### config.mk
export PLATFORM = sky130hd
export DESIGN_NAME = lbist_wrap
export DESIGN_NICKNAME = d
export VERILOG_FILES = /design/src/rtl/lbist_pkg.sv /design/src/rtl/lbist_modereg.sv /design/src/rtl/lbist_stub_core.sv /design/src/rtl/lbist_seq.sv /design/src/rtl/lbist_wrap.sv
export SDC_FILE = /design/constraint.sdc
export NUM_CORES = 1
export LEC_CHECK = 0
export ABC_AREA = 0
export CAP_MARGIN = 20
export CORE_UTILIZATION = 55
export CTS_CLUSTER_DIAMETER = 200
export DETAILED_ROUTE_END_ITERATION = 7
export PLACE_DENSITY = 0.78
export SYNTH_ARGS = -nofsm -noshare
export SYNTH_HDL_FRONTEND = slang
export SYNTH_SLANG_ARGS = --single-unit
export TNS_END_PERCENT = 20
### constraint.sdc
create_clock -name clk -period 1.8 [get_ports clk]
set_input_delay 0.36 -clock clk [delete_from_list [all_inputs] [get_ports clk]]
set_output_delay 0.36 -clock clk [all_outputs]
set_load 0.005 [all_outputs]
### src/rtl/lbist_pkg.sv
package lbist_pkg;

  typedef enum logic [1:0] {
    MD_SHIFT = 2'b00,
    MD_COMP  = 2'b01,
    MD_LOAD  = 2'b10,
    MD_GEN   = 2'b11
  } reg_mode_e;

  typedef enum logic [1:0] {
    SQ_IDLE = 2'b00,
    SQ_RUN  = 2'b01,
    SQ_FIN  = 2'b10
  } seq_state_e;

endpackage

### src/rtl/lbist_modereg.sv
module lbist_modereg
  import lbist_pkg::*;
#(
  parameter int             W    = 8,
  parameter logic [W-1:0]   TAPS = 8'hB8
) (
  input  logic         clk,
  input  logic         rst_n,
  input  reg_mode_e    mode,
  input  logic         preset,
  input  logic [W-1:0] preset_val,
  input  logic [W-1:0] pdata,
  input  logic         sin,
  output logic [W-1:0] q,
  output logic         sout
);

  // feedback bit of the linear shift register
  function automatic logic fb_bit(input logic [W-1:0] v);
    return ^(v & TAPS);
  endfunction

  // shift toward the MSB, new bit at position 0
  function automatic logic [W-1:0] shl_in(input logic [W-1:0] v, input logic b);
    return {v[W-2:0], b};
  endfunction

  function automatic logic [W-1:0] gen_next(input logic [W-1:0] v);
    return shl_in(v, fb_bit(v));
  endfunction

  function automatic logic [W-1:0] comp_next(input logic [W-1:0] v, input logic [W-1:0] d);
    return gen_next(v) ^ d;
  endfunction

  logic [W-1:0] nxt;

  always_comb begin
    unique case (mode)
      MD_SHIFT: nxt = shl_in(q, sin);
      MD_COMP:  nxt = comp_next(q, pdata);
      MD_LOAD:  nxt = pdata;
      MD_GEN:   nxt = gen_next(q);
      default:  nxt = q;
    endcase
  end

  always_ff @(posedge clk or negedge rst_n) begin
    if (!rst_n)      q <= '0;
    else if (preset) q <= preset_val;
    else             q <= nxt;
  end

  assign sout = q[W-1];

endmodule

### src/rtl/lbist_stub_core.sv
module lbist_stub_core #(
  parameter int           W         = 8,
  parameter int           ROT       = 3,
  parameter logic [W-1:0] ADD       = 8'h5A,
  parameter int           FAULT_BIT = -1
) (
  input  logic [W-1:0] x,
  output logic [W-1:0] y
);

  function automatic logic [W-1:0] core_map(input logic [W-1:0] v);
    logic [W-1:0] rot;
    rot = (v << ROT) | (v >> (W - ROT));
    return rot ^ (v + ADD);
  endfunction

  logic [W-1:0] y_good;
  assign y_good = core_map(x);

  generate
    if (FAULT_BIT >= 0 && FAULT_BIT < W) begin : g_stuck
      always_comb begin
        y = y_good;
        y[FAULT_BIT] = 1'b0;
      end
    end else begin : g_clean
      assign y = y_good;
    end
  endgenerate

endmodule

### src/rtl/lbist_seq.sv
module lbist_seq
  import lbist_pkg::*;
#(
  parameter int           W       = 8,
  parameter int           RUN_LEN = 255,
  parameter logic [W-1:0] EXPECT  = '0
) (
  input  logic         clk,
  input  logic         rst_n,
  input  logic         start,
  input  logic [W-1:0] sig,
  output logic         run_active,
  output logic         preset,
  output logic         done,
  output logic         pass,
  output logic         fail
);

  localparam int CW = $clog2(RUN_LEN + 1);
  localparam logic [CW-1:0] LAST = CW'(RUN_LEN - 1);

  function automatic logic sig_ok(input logic [W-1:0] s);
    return s == EXPECT;
  endfunction

  seq_state_e    state;
  logic [CW-1:0] cnt;
  logic          last_step;
  logic          sig_match;

  assign last_step  = (state == SQ_RUN) && (cnt == LAST);
  assign sig_match  = sig_ok(sig);
  assign run_active = (state == SQ_RUN);
  assign preset     = start;

  always_ff @(posedge clk or negedge rst_n) begin
    if (!rst_n) begin
      state <= SQ_IDLE;
      cnt   <= '0;
      done  <= 1'b0;
      pass  <= 1'b0;
      fail  <= 1'b0;
    end else if (start) begin
      state <= SQ_RUN;
      cnt   <= '0;
      done  <= 1'b0;
      pass  <= 1'b0;
      fail  <= 1'b0;
    end else begin
      unique case (state)
        SQ_RUN: begin
          if (last_step) state <= SQ_FIN;
          else           cnt   <= cnt + 1'b1;
        end
        SQ_FIN: begin
          done  <= 1'b1;
          pass  <= sig_match;
          fail  <= !sig_match;
          state <= SQ_IDLE;
        end
        default: begin
          done <= 1'b0;
        end
      endcase
    end
  end

endmodule

### src/rtl/lbist_wrap.sv
module lbist_wrap
  import lbist_pkg::*;
#(
  parameter int           W         = 8,
  parameter logic [W-1:0] TAPS      = 8'hB8,
  parameter logic [W-1:0] SEED      = 8'h01,
  parameter int           RUN_LEN   = 255,
  parameter logic [W-1:0] EXPECT    = 8'h00,
  parameter int           CORE_ROT  = 3,
  parameter logic [W-1:0] CORE_ADD  = 8'h5A,
  parameter int           FAULT_BIT = -1
) (
  input  logic         clk,
  input  logic         rst_n,
  input  logic [1:0]   func_mode,
  input  logic         start,
  input  logic [W-1:0] data_in,
  output logic [W-1:0] data_out,
  input  logic         scan_in,
  output logic         scan_out,
  output logic         done,
  output logic         pass,
  output logic         fail
);

  logic         run_active;
  logic         preset;
  logic [W-1:0] in_q;
  logic [W-1:0] out_q;
  logic [W-1:0] core_y;
  logic         out_sout;
  reg_mode_e    in_mode;
  reg_mode_e    out_mode;

  assign in_mode  = run_active ? MD_GEN  : reg_mode_e'(func_mode);
  assign out_mode = run_active ? MD_COMP : reg_mode_e'(func_mode);

  lbist_modereg #(.W(W), .TAPS(TAPS)) u_in_reg (
    .clk        (clk),
    .rst_n      (rst_n),
    .mode       (in_mode),
    .preset     (preset),
    .preset_val (SEED),
    .pdata      (data_in),
    .sin        (out_sout),
    .q          (in_q),
    .sout       (scan_out)
  );

  lbist_stub_core #(.W(W), .ROT(CORE_ROT), .ADD(CORE_ADD), .FAULT_BIT(FAULT_BIT)) u_core (
    .x (in_q),
    .y (core_y)
  );

  lbist_modereg #(.W(W), .TAPS(TAPS)) u_out_reg (
    .clk        (clk),
    .rst_n      (rst_n),
    .mode       (out_mode),
    .preset     (preset),
    .preset_val ('0),
    .pdata      (core_y),
    .sin        (scan_in),
    .q          (out_q),
    .sout       (out_sout)
  );

  lbist_seq #(.W(W), .RUN_LEN(RUN_LEN), .EXPECT(EXPECT)) u_seq (
    .clk        (clk),
    .rst_n      (rst_n),
    .start      (start),
    .sig        (out_q),
    .run_active (run_active),
    .preset     (preset),
    .done       (done),
    .pass       (pass),
    .fail       (fail)
  );

  assign data_out = out_q;

endmodule

==> results.cfg, run 1 <==
[routing]
drc_errors = 0
wl_um = 4650
vias_per_cell = 6.01
post_drt_wl_per_cell_um = 15.7
drt_iter0_markers = 130
dr.pass1.iters = 6
final_antenna_net_count = 0
vias = 1786

[timing]
worst_slew_pin_slew_ns = 0.470
max_freq_mhz = 578
skew_ns = 0.0137
rsz0062_at_grt = no
maxSlewViolCount = 0
slew-limit-headroom_pct = 68.6
fin_crit_sh_pct = 96.2
finalHoldViolCount = 0
hold_slack_ns = 0.387
finalCriticalPeriod_ns = 1.73
setup_viol = 0

[floorplan]
start_util_pct = 58.0
core_area_um2 = 3360
rows = 21
die_height_um = 61.6
die-width_um = 61.6
io-pin-count = 26
die_area_um2 = 3790

[worst_setup_path]
cp_cell_sequence = ha_1, and2b_1, o31a_1, a211oi_1, nor3b_2
cp_slowest_cell = dfrtp_1
cpPeakStageDelay_ns = 0.46
end_kind = register
path_max_fanout = 6
criticalPathCategory = reg -> reg
critPathRequiredTime_ns = 2.02
arrival_ns = 1.96
crit_path_start_kind = register

[clock_network]
clk_pin_slew_ns = 0.10
numCtsBuffers = 5
cts_tree = yes
cts-root-buf = clkbuf_4
cts_hold_buf = 0
clk_latency_ns = 0.34
cts_resized = 0
htreeDepth = 2
cts_setup_buffers = 0
clk_path_buf_depth = 2
cts.sinks = 29

[global_routing]
grt.total_usage_pct = 27.6
antenna_found_initial = 0
grt_pass1_wl_um = 7420
grt_pass1_vias = 1611
grt_max_degree = 30
grt_remaining_overflow = 0

[logic_synthesis]
synth_edf_count = 0
ys_types = 56
synthArstFlopShare_pct = 100
yosys-top-cells-count = dfrtp_1, nor2_1, a21oi_1
yosysMostFrequentCell = dfrtp_1
synth_flop_cell = dfrtp_1
netlist_instances = 212
synthTopCellsByArea = dfrtp_1, xnor2_1, a211oi_1
synth_top_area_share_pct = 37.2
avgSynthCellArea_um2 = 9.21
synth-seq-cells = 29
synth_top_cell_by_area = dfrtp_1
ys_seq_area_share_pct = 37.2
synth_nets = 232
syn_area_um2 = 1950
yosys_warnings = 0

[placement]
gp_congestion = 0.869
hpwl_um = 3560
postPlaceCellArea_um2 = 2320
io_buffers = 25

[finish]
multi_input_area_um2 = 1130
regArea_um2 = 727
num_antenna_cells = 0
fill_cells = 280
design_area_um2 = 2390
final_nets = 270
utilization_pct = 71.2
drive_gt1_share_pct = 13.9
area_growth_pct = 22.7

[power]
power_density_nw_per_um2 = 654
peakVddDrop_mv = 0.392
p_leak_nw = 1.03

[min_path]
min_path_type = in -> async

[job]
drv_cap = 0

[status]
status = finished, final reports clean
[cell type report]
| cell class | count | area share, % |
|---|---|---|
| Multi-Input combinational cell | 165 | 47.3 |
| Sequential cell | 29 | 30.4 |
| Timing Repair Buffer | 43 | 16.1 |
| Clock buffer | 7 | 2.72 |
| Tap cell | 46 | 2.40 |
| Inverter | 6 | 0.940 |
| Clock inverter | 1 | 0.209 |
[critical path: cells and delay by family, from the launching register on]
family / cells / cell delay [ns]
flip-flops: 1 / 0.46
AND/OR/NAND/NOR: 2 / 0.27
adder cells (fa/ha/maj): 1 / 0.23
AO/OA/AOI/OAI: 2 / 0.65
[registers in the layout (all words and copies together), names as in the netlist]
name	count
u_seq.state	2
u_seq.pass	1
u_seq.cnt	8
u_seq.done	1
u_out_reg.q	8
u_in_reg.q	8
u_seq.fail	1
[cell families after synthesis]
family	count (synthesis)	synth area share [%]
AO/OA/AOI/OAI	62	21.7
XOR/XNOR	15	7.12
adder cells (fa/ha/maj)	6	3.85
buffers and inverters	18	4.81
flip-flops	29	37.2
multiplexers	2	1.03
AND/OR/NAND/NOR	80	24.3
[metrics by stage]
| step | total power [mW] | setup TNS, ns | instances | setup slack [ns] |
|---|---|---|---|---|
| floorplan | 0.940 | 0 | 212 | 0.147 |
| global placement | 1.09 | -0.0119 | 289 | -0.00675 |
| detailed placement | 1.11 | -0.524 | 289 | -0.101 |
| CTS | 1.58 | 0 | 297 | 0.0286 |
| global route | 1.65 | 0 | 297 | 0.00129 |
| finish | 1.57 | 0 | 297 | 0.0688 |
[worst paths after layout]
kind / cells past startpoint / end / startpoint / slack (ns)
worst max-delay path: 5 / u_out_reg.q[6] / u_in_reg.q[5] / 0.07
worst min-delay path: 2 / u_out_reg.q[1] / rst_n / 0.39
worst max register to register: 5 / u_out_reg.q[6] / u_in_reg.q[5] / 0.07
worst min register to register: 1 / u_seq.fail / u_seq.fail / 0.55
max in group asynchronous: 2 / u_in_reg.q[4] / rst_n / 1.12
min in group clk: 1 / u_seq.fail / u_seq.fail / 0.55
[layer usage]
metal / up-vias / wire length [um] / GRT usage, %
li1: 855 / - / -
met4: 0 / 72 / 12.1
met3: 8 / 298 / 6.72
met2: 71 / 2200 / 42.5
met5: - / 0 / 0
met1: 852 / 2080 / 36.8
[power by group]
part / internal, mW / switching (mW) / total (mW)
Combinational: 0.191 / 0.158 / 0.350
Sequential: 0.691 / 0.0575 / 0.748
Clock: 0.226 / 0.242 / 0.468
Total: 1.11 / 0.458 / 1.57
[cell usage in the layout (no fill, tap or decap), types with 2 or more instances in the layout]
| cell | instances |
|---|---|
| a211oi_1 | 10 |
| and2b_1 | 2 |
| nand2b_1 | 4 |
| xor2_1 | 5 |
| dfrtp_1 | 28 |
| ha_1 | 6 |
| o2111a_1 | 2 |
| nand2b_4 | 2 |
| nor2b_1 | 5 |
| nor2_1 | 19 |
| a31oi_1 | 2 |
| o31a_1 | 2 |
| mux2i_1 | 2 |
| nand2_1 | 9 |
| nor3b_2 | 2 |
| or2_1 | 2 |
| and4b_1 | 2 |
| o211ai_1 | 3 |
| nand3_1 | 10 |
| clkbuf_8 | 2 |
| clkdlybuf4s50_1 | 25 |
| and3_1 | 5 |
| nor4_1 | 4 |
| o21ai_0 | 11 |
| clkbuf_4 | 5 |
| a21oi_1 | 15 |
| nor3_1 | 4 |
| xnor2_1 | 9 |
| inv_1 | 6 |
| o211a_1 | 3 |
| buf_4 | 18 |
Note: power is estimated with default switching activity, not from simulation.
==> inputs of run 2 (changes only) <==
--- a/config.mk
+++ b/config.mk
@@ -7,8 +7,10 @@
 export LEC_CHECK = 0
 export ABC_AREA = 0
 export CAP_MARGIN = 20
+export CORE_MARGIN = 4
 export CORE_UTILIZATION = 55
 export CTS_CLUSTER_DIAMETER = 200
+export CTS_CLUSTER_SIZE = 12
 export DETAILED_ROUTE_END_ITERATION = 7
 export PLACE_DENSITY = 0.78
 export SYNTH_ARGS = -nofsm -noshare
==> results.cfg, run 2 (same netlist as run 1, synthesis figures left out) <==
[global_routing]
antenna_found_initial = 0
grt_pass1_wl_um = 8030
grt_pass1_vias = 1757
grt_max_degree = 30
grt_remaining_overflow = 0
grt.total_usage_pct = 23.6

[placement]
hpwl_um = 3570
io_buffers = 25
gp_congestion = 0.841
pre_cts_slack_ns = -0.0815
postPlaceCellArea_um2 = 2300

[power]
switching_power_uw = 458
peakVddDrop_mv = 0.550
p_clk_share_pct = 29.4
intPower_mw = 1.12
power_frac_comb_pct = 23.1
power_density_nw_per_um2 = 659
seqPwrFrac_pct = 47.5
p_leak_nw = 1.03
swShare_pct = 29.1

[finish]
area_growth_pct = 22.2
design_area_um2 = 2390
top_regs = u_in_reg.q x8, u_out_reg.q x8, u_seq.cnt x8
final_common_cell = dfrtp_1
regArea_um2 = 726
multi_input_area_um2 = 1150
num_antenna_cells = 0
drive_gt1_share_pct = 13.3
utilization_pct = 70.4
mostFrequentLayoutCells = dfrtp_1, clkdlybuf4s50_1, nor2_1, a21oi_1, buf_4
final_nets = 267
fill_cells = 265

[worst_setup_path]
arrival_ns = 1.38
path_max_fanout = 7
criticalPathCategory = reg -> out
crit_family = buffers and inverters
cp_cell_sequence = clkdlybuf4s50_1
cpPeakStageDelay_ns = 0.55
cp_slowest_cell = clkdlybuf4s50_1
path_buf_inv = 1
end_kind = output pin
critPathRequiredTime_ns = 1.44
crit_path_start_kind = register

[clock_network]
clk_pin_slew_ns = 0.09
clk_latency_ns = 0.34
cts.sinks = 29
htreeDepth = 2
cts-root-buf = clkbuf_4
cts_hold_buf = 0
clk_path_buf_depth = 2
cts_tree = yes
numCtsBuffers = 5

[floorplan]
die_area_um2 = 4570
die-width_um = 67.6
die_height_um = 67.6
rows = 21
core_area_um2 = 3390
io-pin-count = 26
start_util_pct = 57.6

[routing]
drc_errors = 0
final_antenna_net_count = 0
post_drt_wl_per_cell_um = 15.7
dr.pass1.iters = 4
wl_um = 4610
vias = 1784
highest_layer = met4
wl_met3_um = 290
drt_iter0_markers = 143
wl_met2_um = 2210
vias_per_cell = 6.07
wl_met1_um = 2010

[timing]
rsz0062_at_grt = yes
slew-limit-headroom_pct = 68.9
finalCriticalPeriod_ns = 1.74
skew_ns = 0.00653
setup_viol = 0
worst_slew_pin_slew_ns = 0.466
maxSlewViolCount = 0
max_freq_mhz = 573
hold_slack_ns = 0.392
layout_setup_ws_ns = 0.0563
fin_crit_sh_pct = 96.9
finalHoldViolCount = 0

[status]
status = finished, final reports clean

[job]
drv_cap = 0

[min_path]
min_path_type = in -> async
## run 2: changes by cell type in the layout (fill, tap and decap cells not counted)
cell	previous run	this run
dfrtp_1	28	29
xnor2_1	9	7
buf_4	18	15
xnor2_2	1	3
dfrtp_2	1	0
## run 2: final timing paths
path,from,to,slack (ns),cells past startpoint
setup / recovery,u_in_reg.q[7],scan_out,0.06,1
hold / removal,rst_n,u_seq.cnt[7],0.39,2
setup reg to reg,u_in_reg.q[5],u_in_reg.q[0],0.10,5
hold reg to reg,u_seq.fail,u_seq.fail,0.55,1
max in group asynchronous,rst_n,u_in_reg.q[5],1.13,2
min in group clk,u_seq.fail,u_seq.fail,0.55,1
## run 2: cell type report
| cell class | count | share of cell area, % |
|---|---|---|
| tap | 46 | 2.41 |
| inverter | 6 | 0.944 |
| multi-input combinational | 165 | 48.1 |
| clock inverter | 1 | 0.210 |
| sequential | 29 | 30.4 |
| timing repair buffer | 40 | 15.2 |
| clock buffer | 7 | 2.73 |
## run 2: power groups by stage
| stage | combinational, mW | clock (mW) | sequential [mW] |
|---|---|---|---|
| after floorplan | 0.193 | 0 | 0.748 |
| final | 0.364 | 0.462 | 0.747 |
| after global placement | 0.337 | 0 | 0.757 |
| after CTS | 0.350 | 0.474 | 0.747 |
| after global routing | 0.397 | 0.507 | 0.756 |
| after detailed placement | 0.348 | 0 | 0.760 |
## run 2: layer usage
metal | vias up | global-route usage (%)
li1 | 849 | -
met5 | - | 0
met4 | 0 | 10.6
met3 | 10 | 6.66
met1 | 865 | 28.7
met2 | 60 | 38.5
## run 2: metrics by stage
step                  TNS, ns  power (mW)  instances
detailed placement     -0.340        1.11        286
floorplan                   0       0.940        212
global route          -0.0132        1.66        294
global placement    -0.000559        1.09        286
finish                      0        1.57        294
CTS                         0        1.57        294
## run 2: repair_timing
action                                  4_1_cts  5_1_grt
resized for setup                             0        2
setup buffers                                 0        0
endpoints found under the setup margin        0        2
